## config.mk

```make
export PLATFORM = sky130hd
export DESIGN_NAME = sgn_addsub
export DESIGN_NICKNAME = d
export VERILOG_FILES = /design/src/rtl/sgn_addsub_pkg.sv /design/src/rtl/sas_operand_prep.sv /design/src/rtl/sas_ripple_core.sv /design/src/rtl/sas_flag_gen.sv /design/src/rtl/sgn_addsub.sv
export SDC_FILE = /design/constraint.sdc
export NUM_CORES = 1
export LEC_CHECK = 0
export ABC_AREA = 1
export CORE_MARGIN = 10
export CORE_UTILIZATION = 30
export CTS_CLUSTER_DIAMETER = 120
export DETAILED_ROUTE_END_ITERATION = 8
export PLACE_DENSITY = 0.65
export SYNTH_ARGS = -nofsm -noshare
export SYNTH_HDL_FRONTEND = slang
export SYNTH_SLANG_ARGS = --single-unit
```

## constraint.sdc

```tcl
create_clock -name clk -period 8.65 [get_ports clk]
set_input_delay 2.595 -clock clk [delete_from_list [all_inputs] [get_ports clk]]
set_output_delay 2.595 -clock clk [all_outputs]
set_load 0.01 [all_outputs]
```

## src/rtl/sgn_addsub_pkg.sv

```systemverilog
package sgn_addsub_pkg;
  typedef struct packed {
    logic cb;
    logic sign;
    logic zero;
    logic ovf;
    logic less;
  } flags_t;
endpackage

```

## src/rtl/sas_operand_prep.sv

```systemverilog
module sas_operand_prep #(
  parameter int N = 4
) (
  input  logic [N-1:0] a_in,
  input  logic [N-1:0] b_in,
  input  logic         cb_in,
  input  logic         op_sub,
  output logic [N-1:0] x_o,
  output logic [N-1:0] y_o,
  output logic         ci_o
);
  // Subtraction feeds NOT B and NOT borrow into the unchanged chain.
  for (genvar i = 0; i < N; i++) begin : g_inv
    assign y_o[i] = b_in[i] ^ op_sub;
  end
  assign x_o  = a_in;
  assign ci_o = cb_in ^ op_sub;
endmodule

```

## src/rtl/sas_ripple_core.sv

```systemverilog
module sas_ripple_core #(
  parameter int N = 4
) (
  input  logic [N-1:0] x,
  input  logic [N-1:0] y,
  input  logic         ci,
  output logic [N-1:0] s,
  output logic         c_into_msb,
  output logic         c_out
);
  logic [N:0] c;
  assign c[0] = ci;
  for (genvar i = 0; i < N; i++) begin : g_cell
    assign s[i]   = x[i] ^ y[i] ^ c[i];
    assign c[i+1] = (x[i] & y[i]) | (x[i] & c[i]) | (y[i] & c[i]);
  end
  assign c_into_msb = c[N-1];
  assign c_out      = c[N];
endmodule

```

## src/rtl/sas_flag_gen.sv

```systemverilog
module sas_flag_gen
  import sgn_addsub_pkg::*;
#(
  parameter int N = 4
) (
  input  logic [N-1:0] s,
  input  logic         c_into_msb,
  input  logic         c_out,
  input  logic         op_sub,
  output flags_t       f,
  output logic [N:0]   ext
);
  always_comb begin
    f.cb   = c_out ^ op_sub;
    f.sign = s[N-1];
    f.zero = ~|s;
    f.ovf  = c_out ^ c_into_msb;
    f.less = f.ovf ^ f.sign;
    ext    = {f.less, s};
  end
endmodule

```

## src/rtl/sgn_addsub.sv

```systemverilog
module sgn_addsub
  import sgn_addsub_pkg::*;
#(
  parameter int N = 4
) (
  input  logic         clk,
  input  logic         rst,
  input  logic [N-1:0] a_in,
  input  logic [N-1:0] b_in,
  input  logic         cb_in,
  input  logic         op_sub,
  output logic [N-1:0] res_q,
  output logic         cb_q,
  output logic         sign_q,
  output logic         zero_q,
  output logic         ovf_q,
  output logic         less_q,
  output logic [N:0]   ext_q
);
  logic [N-1:0] x, y, s;
  logic         ci, c_msb, c_out;
  flags_t       f;
  logic [N:0]   ext;

  sas_operand_prep #(.N(N)) u_prep (
    .a_in(a_in), .b_in(b_in), .cb_in(cb_in), .op_sub(op_sub),
    .x_o(x), .y_o(y), .ci_o(ci)
  );

  sas_ripple_core #(.N(N)) u_core (
    .x(x), .y(y), .ci(ci), .s(s), .c_into_msb(c_msb), .c_out(c_out)
  );

  sas_flag_gen #(.N(N)) u_flags (
    .s(s), .c_into_msb(c_msb), .c_out(c_out), .op_sub(op_sub),
    .f(f), .ext(ext)
  );

  always_ff @(posedge clk) begin
    if (rst) begin
      res_q  <= '0;
      cb_q   <= 1'b0;
      sign_q <= 1'b0;
      zero_q <= 1'b0;
      ovf_q  <= 1'b0;
      less_q <= 1'b0;
      ext_q  <= '0;
    end else begin
      res_q  <= s;
      cb_q   <= f.cb;
      sign_q <= f.sign;
      zero_q <= f.zero;
      ovf_q  <= f.ovf;
      less_q <= f.less;
      ext_q  <= ext;
    end
  end
endmodule

```

Yosys cells after proc, flatten, opt, wreduce, memory -nomap -nowiden
Index checks and enable logic that the tools add are counted.
{"block": "word_totals", "mem_bits_ro": 0, "ff_bits": 14, "memories": 0, "latchBits": 0, "ram_bits": 0, "output_inout_bits": 14}
{"block": "classes", "mul": 0, "n_div": 0, "n_bitwise": 36, "mux": 0, "n_addsub": 0, "n_lt_le_gt_ge": 0, "n_reduce_logical": 2, "n_eq_ne": 0, "shifts": 0}
{"cell": "XOR 1 bit", "count": 16}
{"cell": "AND 1 bit", "count": 12}
{"cell": "bitwise OR 1 bit", "count": 8}
{"cell": "OR reduction 4 bit", "count": 1}
{"cell": "zero test 1 bit", "count": 1}

Longest topological paths before layout
Gate-level depths: netlist of the first run.
{"block": "depth", "word_depth": 15, "depth_mapped": 11, "mapped_depth_nobuf": 10}

By module
Synthesis of the first run repeated with hierarchy kept, for this count alone.
{"block": "unflattened", "cells_unflattened": 103, "area_unflattened_um2": 735.7}
{"mod": "sgn_addsub", "area_each_um2": 396.6, "instances": 1, "cells_per_inst": 43}
{"mod": "sas_ripple_core", "area_each_um2": 117.6, "instances": 1, "cells_per_inst": 14}
{"mod": "sas_flag_gen", "area_each_um2": 112.6, "instances": 1, "cells_per_inst": 21}
{"mod": "sas_operand_prep", "area_each_um2": 108.9, "instances": 1, "cells_per_inst": 25}

Least setup slack after synthesis of the first run
No wires, ideal clock.
{"block": "synth_timing", "kind": "input port to flip-flop", "start": "in op_sub", "end": "reg zero_q", "stages": 10, "arrival_ns": 4.563, "n_path_buf": 1, "path_slack_ns": 4.023, "required_time_ns": 8.586, "setup_ns": 0.064, "path_cell_list": "buf_6 -> xnor2_1 -> fa_1 -> inv_1 -> fa_1 -> inv_1 -> fa_1 -> fa_1 -> nand3_1 -> nor2_1"}
{"block": "synth_via", "elab_chain_len": 13, "elab_cells_between_ends": 30, "cone_classes": "bitwise (28); reduce/logical (2)"}
{"item": "start: declaration", "line": "sgn_addsub.sv:11", "text": "input logic op_sub,"}
{"item": "XOR 1 bit (on tied branches)", "line": "sas_operand_prep.sv:14, sas_operand_prep.sv:17"}
{"item": "AND 1 bit", "line": "sas_ripple_core.sv:15", "text": "assign c[i+1] = (x[i] & y[i]) | (x[i] & c[i]) | (y[i] & c[i]);"}
{"item": "bitwise OR 1 bit (2 in series)", "line": "sas_ripple_core.sv:15"}
{"item": "AND 1 bit", "line": "sas_ripple_core.sv:15"}
{"item": "bitwise OR 1 bit (2 in series)", "line": "sas_ripple_core.sv:15"}
{"item": "AND 1 bit", "line": "sas_ripple_core.sv:15"}
{"item": "bitwise OR 1 bit (2 in series)", "line": "sas_ripple_core.sv:15"}
{"item": "XOR 1 bit", "line": "sas_ripple_core.sv:14", "text": "assign s[i] = x[i] ^ y[i] ^ c[i];"}
{"item": "OR reduction 4 bit *", "line": "sas_flag_gen.sv:16", "text": "f.zero = ~|s;"}
{"item": "zero test 1 bit *", "line": "sas_flag_gen.sv:16"}
{"item": "end signal: assignment", "line": "sgn_addsub.sv:52", "text": "zero_q <= f.zero;"}
{"item": "end: declaration", "line": "sgn_addsub.sv:15", "text": "output logic zero_q,"}
Every way passes the cells marked *; elsewhere a longest branch is shown, timed or not.
A chain may end at the register's enable or synchronous reset.

Final worst setup path of the first run
Same ends and word-level chain as after synthesis.

==> flow_summary.json, run 1 <==
{
  "synth_edf_count": 0,
  "core_area_um2": 1490,
  "rsz0062_at_grt": "false",
  "cts.repair.resized": 0,
  "critPathLaunchType": "input pin",
  "worstMarginPinSlew_ns": 0.388,
  "synth.top_cells.by_count": "10 x nor2_1, 8 x dfxtp_1, 7 x inv_1",
  "cp.required_ns": 8.83,
  "die_h_um": 59.4,
  "post_drt_via_cell_ratio": 4.02,
  "whs_ns": 3.01,
  "place_hpwl_um": 869,
  "syn_to_final_growth_pct": 50.7,
  "cp-end-kind": "flip-flop",
  "drtAntennaViolNets": 0,
  "grt_max_degree": 8,
  "status": "finished clean",
  "cts.sinks": 8,
  "grt_pass1_vias": 366,
  "finalWeightedCongestion": 0.733,
  "finalCriticalPeriod_ns": 5.10,
  "finalMaxSlewViolations": 0,
  "synth_seq_area_share_pct": 34.3,
  "grt_pass1_wl_um": 1570,
  "grt_overflow": 0,
  "die_x_um": 59.4,
  "synthTopCellsByArea": "dfxtp_1 34%, fa_1 21%, buf_4 9.7%, nor2_1 8.0%, xnor2_1 7.5%",
  "first_iter_violations": 3,
  "clk_pin_slew_ns": 0.05,
  "finalNetCount": 91,
  "fin_util_pct": 47.2,
  "setup_viol": 0,
  "yosysWarnings": 0,
  "antenna_found_initial": 0,
  "holdPathStages": 2,
  "relSlewSlack_pct": 74.1,
  "num_rows": 14,
  "hold_viol": 0,
  "syn_inst": 51,
  "vdd_drop_max_uv": 48.5,
  "arrival_ns": 5.28,
  "clockBufferDepth": 2,
  "fin_tns_setup_ns": 0,
  "cp_max_fo": 7,
  "yosysMostFrequentCell": "nor2_1",
  "synth_flop_cell": "dfxtp_1",
  "syn_nets": 68,
  "layout-drive-gt1-share_pct": 8.33,
  "dp_slack_ns": 3.26,
  "syn_area_um2": 467,
  "htree_levels": 1,
  "finalPower_w": 0.000121,
  "dieArea_um2": 3530,
  "hold_buffers": 0,
  "first_pass_iters": 3,
  "ys_seq_elements": 8,
  "n_antenna_cell": 0,
  "drc_errors": 0,
  "portBuffers": 25,
  "num_io_pins": 26,
  "initial_core_util_pct": 31.3,
  "routed_wl_um": 929,
  "postCtsSetupBuffers": 0,
  "min_path_type": "in2reg",
  "synth.avg_cell_area_um2": 9.15,
  "critPathKind": "in2reg",
  "grt_usage_pct": 5.71,
  "cts_tree": "done",
  "finalCritPeriodShare_pct": 59.0,
  "setup_slack_ns": 3.55,
  "maxCapViolations": 0,
  "root_buffer": "clkbuf_4",
  "cts-buffers-inserted": 3,
  "wire_per_inst_um": 10.6,
  "synth_top_area_share_pct": 34.3,
  "async_flop_share_pct": 0,
  "yosys.area.top_type": "dfxtp_1",
  "powerDensity_nw_per_um2": 172,
  "leakagePower_nw": 0.307,
  "yosysUniqueCellTypes": 12,
  "fmax_mhz": 196,
  "via_count": 354
}
layout by cell type (no fill, tap or decap), drive strengths merged:
master,count
dfxtp,8
fa,5
inv,9
nand3,1
nand2,5
clkdlybuf4s50,25
nor2,10
xor2,2
xnor2,4
clkbuf,3
critical path, cell delays in order:
cell and delay, ns:
clkdlybuf4s50_1 0.70, xnor2_1 0.14, fa_1 0.40, inv_1 0.07, fa_1 0.15, inv_1 0.05, fa_1 0.44, fa_1 0.55
nand3_1 0.08, nor2_1 0.10
stage by stage:
stage / area (um^2) / cells
finish: 703 / 88
global route: 703 / 88
CTS: 703 / 88
floorplan: 467 / 51
detailed placement: 681 / 85
global placement: 681 / 85
metal layers:
metal | part of all wire, % | routed length [um] | up-vias | track usage (%)
li1 | - | - | 182 | -
met1 | 39 | 360 | 155 | 5.23
met4 | 0 | 0 | 0 | 3.93
met3 | 13 | 123 | 0 | 2.79
met5 | 0 | 0 | - | 0
met2 | 48 | 445 | 17 | 9.66
kinds of logic after synthesis:
kind of cell	after synthesis	share of synthesized area, %
simple gates	16	13.7
flops	8	34.3
fa+ha+maj	5	21.4
buf+inv	16	19.3
xor+xnor	6	11.3
area by class of cell:
class | instances | area [um^2]
Multi-Input combinational cell | 27 | 216
Inverter | 9 | 33.8
Tap cell | 16 | 20.0
Fill cell | 147 | 786
Timing Repair Buffer | 25 | 250
Clock buffer | 3 | 22.5
Sequential cell | 8 | 160
power by group:
part | switching (W) | internal (W)
registers | 0.00000206 | 0.0000423
logic | 0.0000215 | 0.0000287
clock network | 0.0000103 | 0.0000157
worst paths after layout:
check,startpoint,slack (ns),end
min,rst,3.01,res_q[2]$_SDFF_PP0_
max,op_sub,3.55,zero_q$_SDFF_PP0_
state kept, by name, indices dropped and copies added, names as in the netlist:
signal / flops
zero_q: 1
cb_q: 1
less_q: 1
ovf_q: 1
ext_q: 1
res_q: 3
Note: power is estimated with default switching activity, not from simulation.
==> run 2, diff against run 1 <==
- PLACE_DENSITY: 0.65 -> 0.68
- clock period: 8.65 -> 4.6 ns (I/O delays scaled with it)
==> run 2 against run 1 <==
Effect of this change: clock power up 92%; first-iteration DRC count is 100% lower; die area unchanged; sequential cell count did not move; wire length grew 0.11%.
==> flow_summary.json, run 2 (same netlist as run 1, synthesis figures left out) <==
{
  "grt_usage_pct": 5.67,
  "arrival_ns": 3.99,
  "first_iter_violations": 0,
  "cts_tree": "done",
  "finalPower_w": 0.000228,
  "clockBufferDepth": 2,
  "cpLargestDelayFamily": "adder cells",
  "first_pass_iters": 1,
  "grt_use_met1_pct": 5.60,
  "leakagePower_nw": 0.307,
  "cp-end-kind": "flip-flop",
  "finalWeightedCongestion": 0.655,
  "post_drt_via_cell_ratio": 4.06,
  "path_buf_inv": 3,
  "fin_util_pct": 47.2,
  "switching_power_w": 0.0000648,
  "finalCriticalPeriod_ns": 3.85,
  "vdd_drop_max_uv": 100,
  "grt_max_degree": 8,
  "final_common_cell": "clkdlybuf4s50_1",
  "htree_levels": 1,
  "status": "finished clean",
  "layout_common_cells": "25 x clkdlybuf4s50_1, 10 x nor2_1, 8 x dfxtp_1",
  "worst_path_most_repeated_cell": "fa_1",
  "layout-drive-gt1-share_pct": 8.33,
  "num_rows": 14,
  "place_hpwl_um": 857,
  "stdcell_area_um2": 703,
  "relSlewSlack_pct": 73.4,
  "crit_slowest_cell": "clkdlybuf4s50_1",
  "core_area_um2": 1490,
  "use_met3_pct": 4.51,
  "largest_reg_flops": 3,
  "critPathKind": "in2reg",
  "setup_viol": 0,
  "critPathLaunchType": "input pin",
  "fin_tns_setup_ns": 0,
  "stdcell_count": 88,
  "finalNetCount": 91,
  "antenna_found_initial": 0,
  "grt_pass1_vias": 367,
  "max_flop_register": "res_q",
  "finalMaxSlewViolations": 0,
  "cp.required_ns": 4.74,
  "initial_core_util_pct": 31.3,
  "via_count": 357,
  "use_met2_pct": 7.88,
  "postCtsSetupBuffers": 0,
  "num_io_pins": 26,
  "seqPwrFrac_pct": 36.8,
  "max_stage_delay_ns": 0.71,
  "routed_wl_um": 930,
  "power_frac_comb_pct": 41.4,
  "grt_overflow": 0,
  "portBuffers": 25,
  "fmax_mhz": 259,
  "hold_viol": 0,
  "grt_pass1_wl_um": 1550,
  "clkPwrFrac_pct": 21.9,
  "cts.repair.resized": 0,
  "clk_pin_slew_ns": 0.05,
  "switching_share_pct": 28.5,
  "finalCritPeriodShare_pct": 83.8,
  "maxCapViolations": 0,
  "cts-buffers-inserted": 3,
  "wire_per_inst_um": 10.6,
  "die_h_um": 59.4,
  "powerDensity_nw_per_um2": 324,
  "n_antenna_cell": 0,
  "root_buffer": "clkbuf_4",
  "min_path_type": "in2reg",
  "path_cells": "clkdlybuf4s50_1 > xnor2_1 > fa_1 > inv_1 > fa_1 > inv_1 > fa_1 > fa_1 > nor2_1 > nor2_1",
  "syn_to_final_growth_pct": 50.7,
  "rsz0062_at_grt": "false",
  "die_x_um": 59.4,
  "hold_buffers": 0,
  "drc_errors": 0,
  "drtAntennaViolNets": 0,
  "cp_max_fo": 7,
  "cts.sinks": 8,
  "dpl_cell_area_um2": 681,
  "busiest_layer": "met2",
  "worstMarginPinSlew_ns": 0.397,
  "p_int_w": 0.000163,
  "dieArea_um2": 3530,
  "place_inst": 85
}
[run 2: cell counts in the layout (fill, tap and decap cells not counted)]
No cell type changed its count.
[run 2: path summary, 6_finish.rpt]
check	slack, ns	depth (start not counted)	to	startpoint
worst min-delay path	1.80	2	ext_q[3]$_SDFF_PP0_	rst
worst max-delay path	0.75	10	ovf_q$_SDFF_PP0_	op_sub
[run 2: power by group through the flow]
| stage | Sequential (W) | Combinational [W] | Clock (W) |
|---|---|---|---|
| after global placement | 0.0000846 | 0.0000944 | 0 |
| after CTS | 0.0000840 | 0.0000957 | 0.0000523 |
| final | 0.0000837 | 0.0000942 | 0.0000498 |
| after detailed placement | 0.0000854 | 0.0000952 | 0 |
| after floorplan | 0.0000902 | 0.0000490 | 0 |
| after global routing | 0.0000851 | 0.000106 | 0.0000571 |
[run 2: stage by stage]
stage	hold slack [ns]	worst slack [ns]
after CTS	1.79	0.722
after global routing	1.79	0.573
final	1.80	0.746
after detailed placement	2.04	0.461
after floorplan	1.45	1.19
after global placement	2.05	0.501
[run 2: layout make-up]
type / count / area (um^2)
fill: 151 / 786
timing repair buffer: 25 / 250
multi-input combinational: 27 / 216
sequential: 8 / 160
inverter: 9 / 33.8
clock buffer: 3 / 22.5
tap: 16 / 20.0
[run 2: layer usage]
| metal | wire (um) | vias to the layer above |
|---|---|---|
| met5 | 0 | - |
| met4 | 0 | 0 |
| met3 | 193 | 0 |
| met2 | 399 | 22 |
| met1 | 336 | 155 |
| li1 | - | 180 |
==> run 3, diff against run 2 <==
- clock period: 4.6 -> 3.5 ns (I/O delays scaled with it)
==> run 3 against run 2 <==
Effect of this change: design area grew 2.1%; clock power up 33%; first-iteration DRC count rose by 1; sequential share of layout area decreased by 0.48 points.
==> flow_summary.json, run 3 (same netlist as run 1, synthesis figures left out) <==
{
  "status": "finished clean",
  "worstMarginPinSlew_ns": 0.218,
  "max_flop_register": "res_q",
  "multi_input_area_um2": 216,
  "initial_core_util_pct": 31.3,
  "clkPwrFrac_pct": 21.8,
  "cp.required_ns": 3.68,
  "crit_end": "zero_q$_SDFF_PP0_",
  "place_hpwl_um": 917,
  "grt_overflow": 0,
  "layout-drive-gt1-share_pct": 10.8,
  "arrival_ns": 3.46,
  "dp_slack_ns": -0.0613,
  "finalCriticalPeriod_ns": 3.28,
  "grt_pass1_wl_um": 1690,
  "largest_reg_flops": 3,
  "cts.repair.resized": 0,
  "cts-buffers-inserted": 3,
  "cts_tree": "done",
  "fin_tns_setup_ns": 0,
  "powerDensity_nw_per_um2": 422,
  "drtAntennaViolNets": 0,
  "final_common_cell": "clkdlybuf4s50_1",
  "holdPathStages": 2,
  "rsz0062_at_grt": "false",
  "switching_power_w": 0.0000861,
  "clockBufferDepth": 2,
  "clk_pin_slew_ns": 0.05,
  "grt_max_degree": 7,
  "root_buffer": "clkbuf_4",
  "postCtsSetupBuffers": 0,
  "num_io_pins": 26,
  "portBuffers": 25,
  "finalCritPeriodShare_pct": 93.8,
  "htree_levels": 1,
  "n_antenna_cell": 0,
  "critPathKind": "in2reg",
  "stdcell_area_um2": 718,
  "ff_latch_area_um2": 160,
  "num_rows": 14,
  "finalWeightedCongestion": 0.698,
  "die_x_um": 59.4,
  "switching_share_pct": 28.4,
  "cts.sinks": 8,
  "min_path_type": "in2reg",
  "setup_slack_ns": 0.218,
  "first_iter_violations": 1,
  "fill_cells": 151,
  "vdd_drop_max_uv": 114,
  "die_h_um": 59.4,
  "layout_common_cells": "25 x clkdlybuf4s50_1, 10 x nor2_1, 8 x dfxtp_1",
  "syn_to_final_growth_pct": 53.9,
  "seqPwrFrac_pct": 36.3,
  "routed_wl_um": 974,
  "cp-end-kind": "flip-flop",
  "drc_errors": 0,
  "wire_per_inst_um": 10.8,
  "post_drt_via_cell_ratio": 3.98,
  "critPathLaunchType": "input pin",
  "core_area_um2": 1490,
  "p_int_w": 0.000217,
  "hold_buffers": 0,
  "dpl_cell_area_um2": 696,
  "power_frac_comb_pct": 41.8,
  "first_pass_iters": 3,
  "maxCapViolations": 0,
  "dieArea_um2": 3530,
  "finalMaxSlewViolations": 0,
  "critical_path.startpoint": "op_sub",
  "antenna_found_initial": 0,
  "setup_viol": 0,
  "finalNetCount": 93,
  "relSlewSlack_pct": 85.4,
  "fmax_mhz": 305,
  "via_count": 358,
  "leakagePower_nw": 0.317,
  "grt_usage_pct": 6.18,
  "cp_max_fo": 3,
  "hold_viol": 0,
  "grt_pass1_vias": 406
}
==> run 3: cell count changes in the layout (fill, tap and decap cells not counted), sizes merged <==
cell  delta
buf      +2
==> run 3: critical path: stages <==
cell and delay [ns]:
clkdlybuf4s50_1 0.47, xnor2_1 0.17, fa_1 0.39, inv_1 0.07, fa_1 0.15, inv_1 0.05
fa_1 0.39, fa_1 0.53, nand3_1 0.08, nor2_1 0.10
==> run 3: how the worst min path moves through the flow <==
stage	from	end	slack [ns]
CTS	rst	res_q[0]$_SDFF_PP0_	1.47
global placement	rst	res_q[0]$_SDFF_PP0_	1.71
detailed placement	rst	res_q[0]$_SDFF_PP0_	1.73
global route	rst	res_q[0]$_SDFF_PP0_	1.51
floorplan	rst	ext_q[3]$_SDFF_PP0_	1.12
finish	rst	res_q[0]$_SDFF_PP0_	1.48
==> run 3: per-layer routing <==
metal | wire [um] | up-vias | global-route usage, % | share of wire, %
met5 | 0 | - | 0 | 0
met4 | 4 | 0 | 4.92 | 0.41
met3 | 149 | 2 | 3.65 | 15
met2 | 443 | 20 | 9.81 | 45
met1 | 377 | 151 | 5.60 | 39
li1 | - | 185 | - | -
==> run 3: cell type report <==
cell class,count,area share [%]
timing repair buffer,27,36.9
multi-input combinational,27,30.1
sequential,8,22.3
inverter,9,4.70
clock buffer,3,3.14
tap,16,2.79
==> run 3: power groups by stage <==
| stage | registers [W] | clock network, W | logic [W] |
|---|---|---|---|
| floorplan | 0.000119 | 0 | 0.0000644 |
| global placement | 0.000111 | 0 | 0.000127 |
| detailed placement | 0.000112 | 0 | 0.000129 |
| CTS | 0.000110 | 0.0000701 | 0.000130 |
| global route | 0.000112 | 0.0000745 | 0.000142 |
| finish | 0.000110 | 0.0000661 | 0.000127 |
==> run 3: metrics by stage <==
step / cells / total power, W / hold WS (ns) / util, %
after global placement: 87 / 0.000238 / 1.71 / 46.7
after global routing: 90 / 0.000328 / 1.51 / 48.2
after detailed placement: 87 / 0.000242 / 1.73 / 46.7
after CTS: 90 / 0.000310 / 1.47 / 48.2
final: 90 / 0.000303 / 1.48 / 48.2
after floorplan: 51 / 0.000183 / 1.12 / -
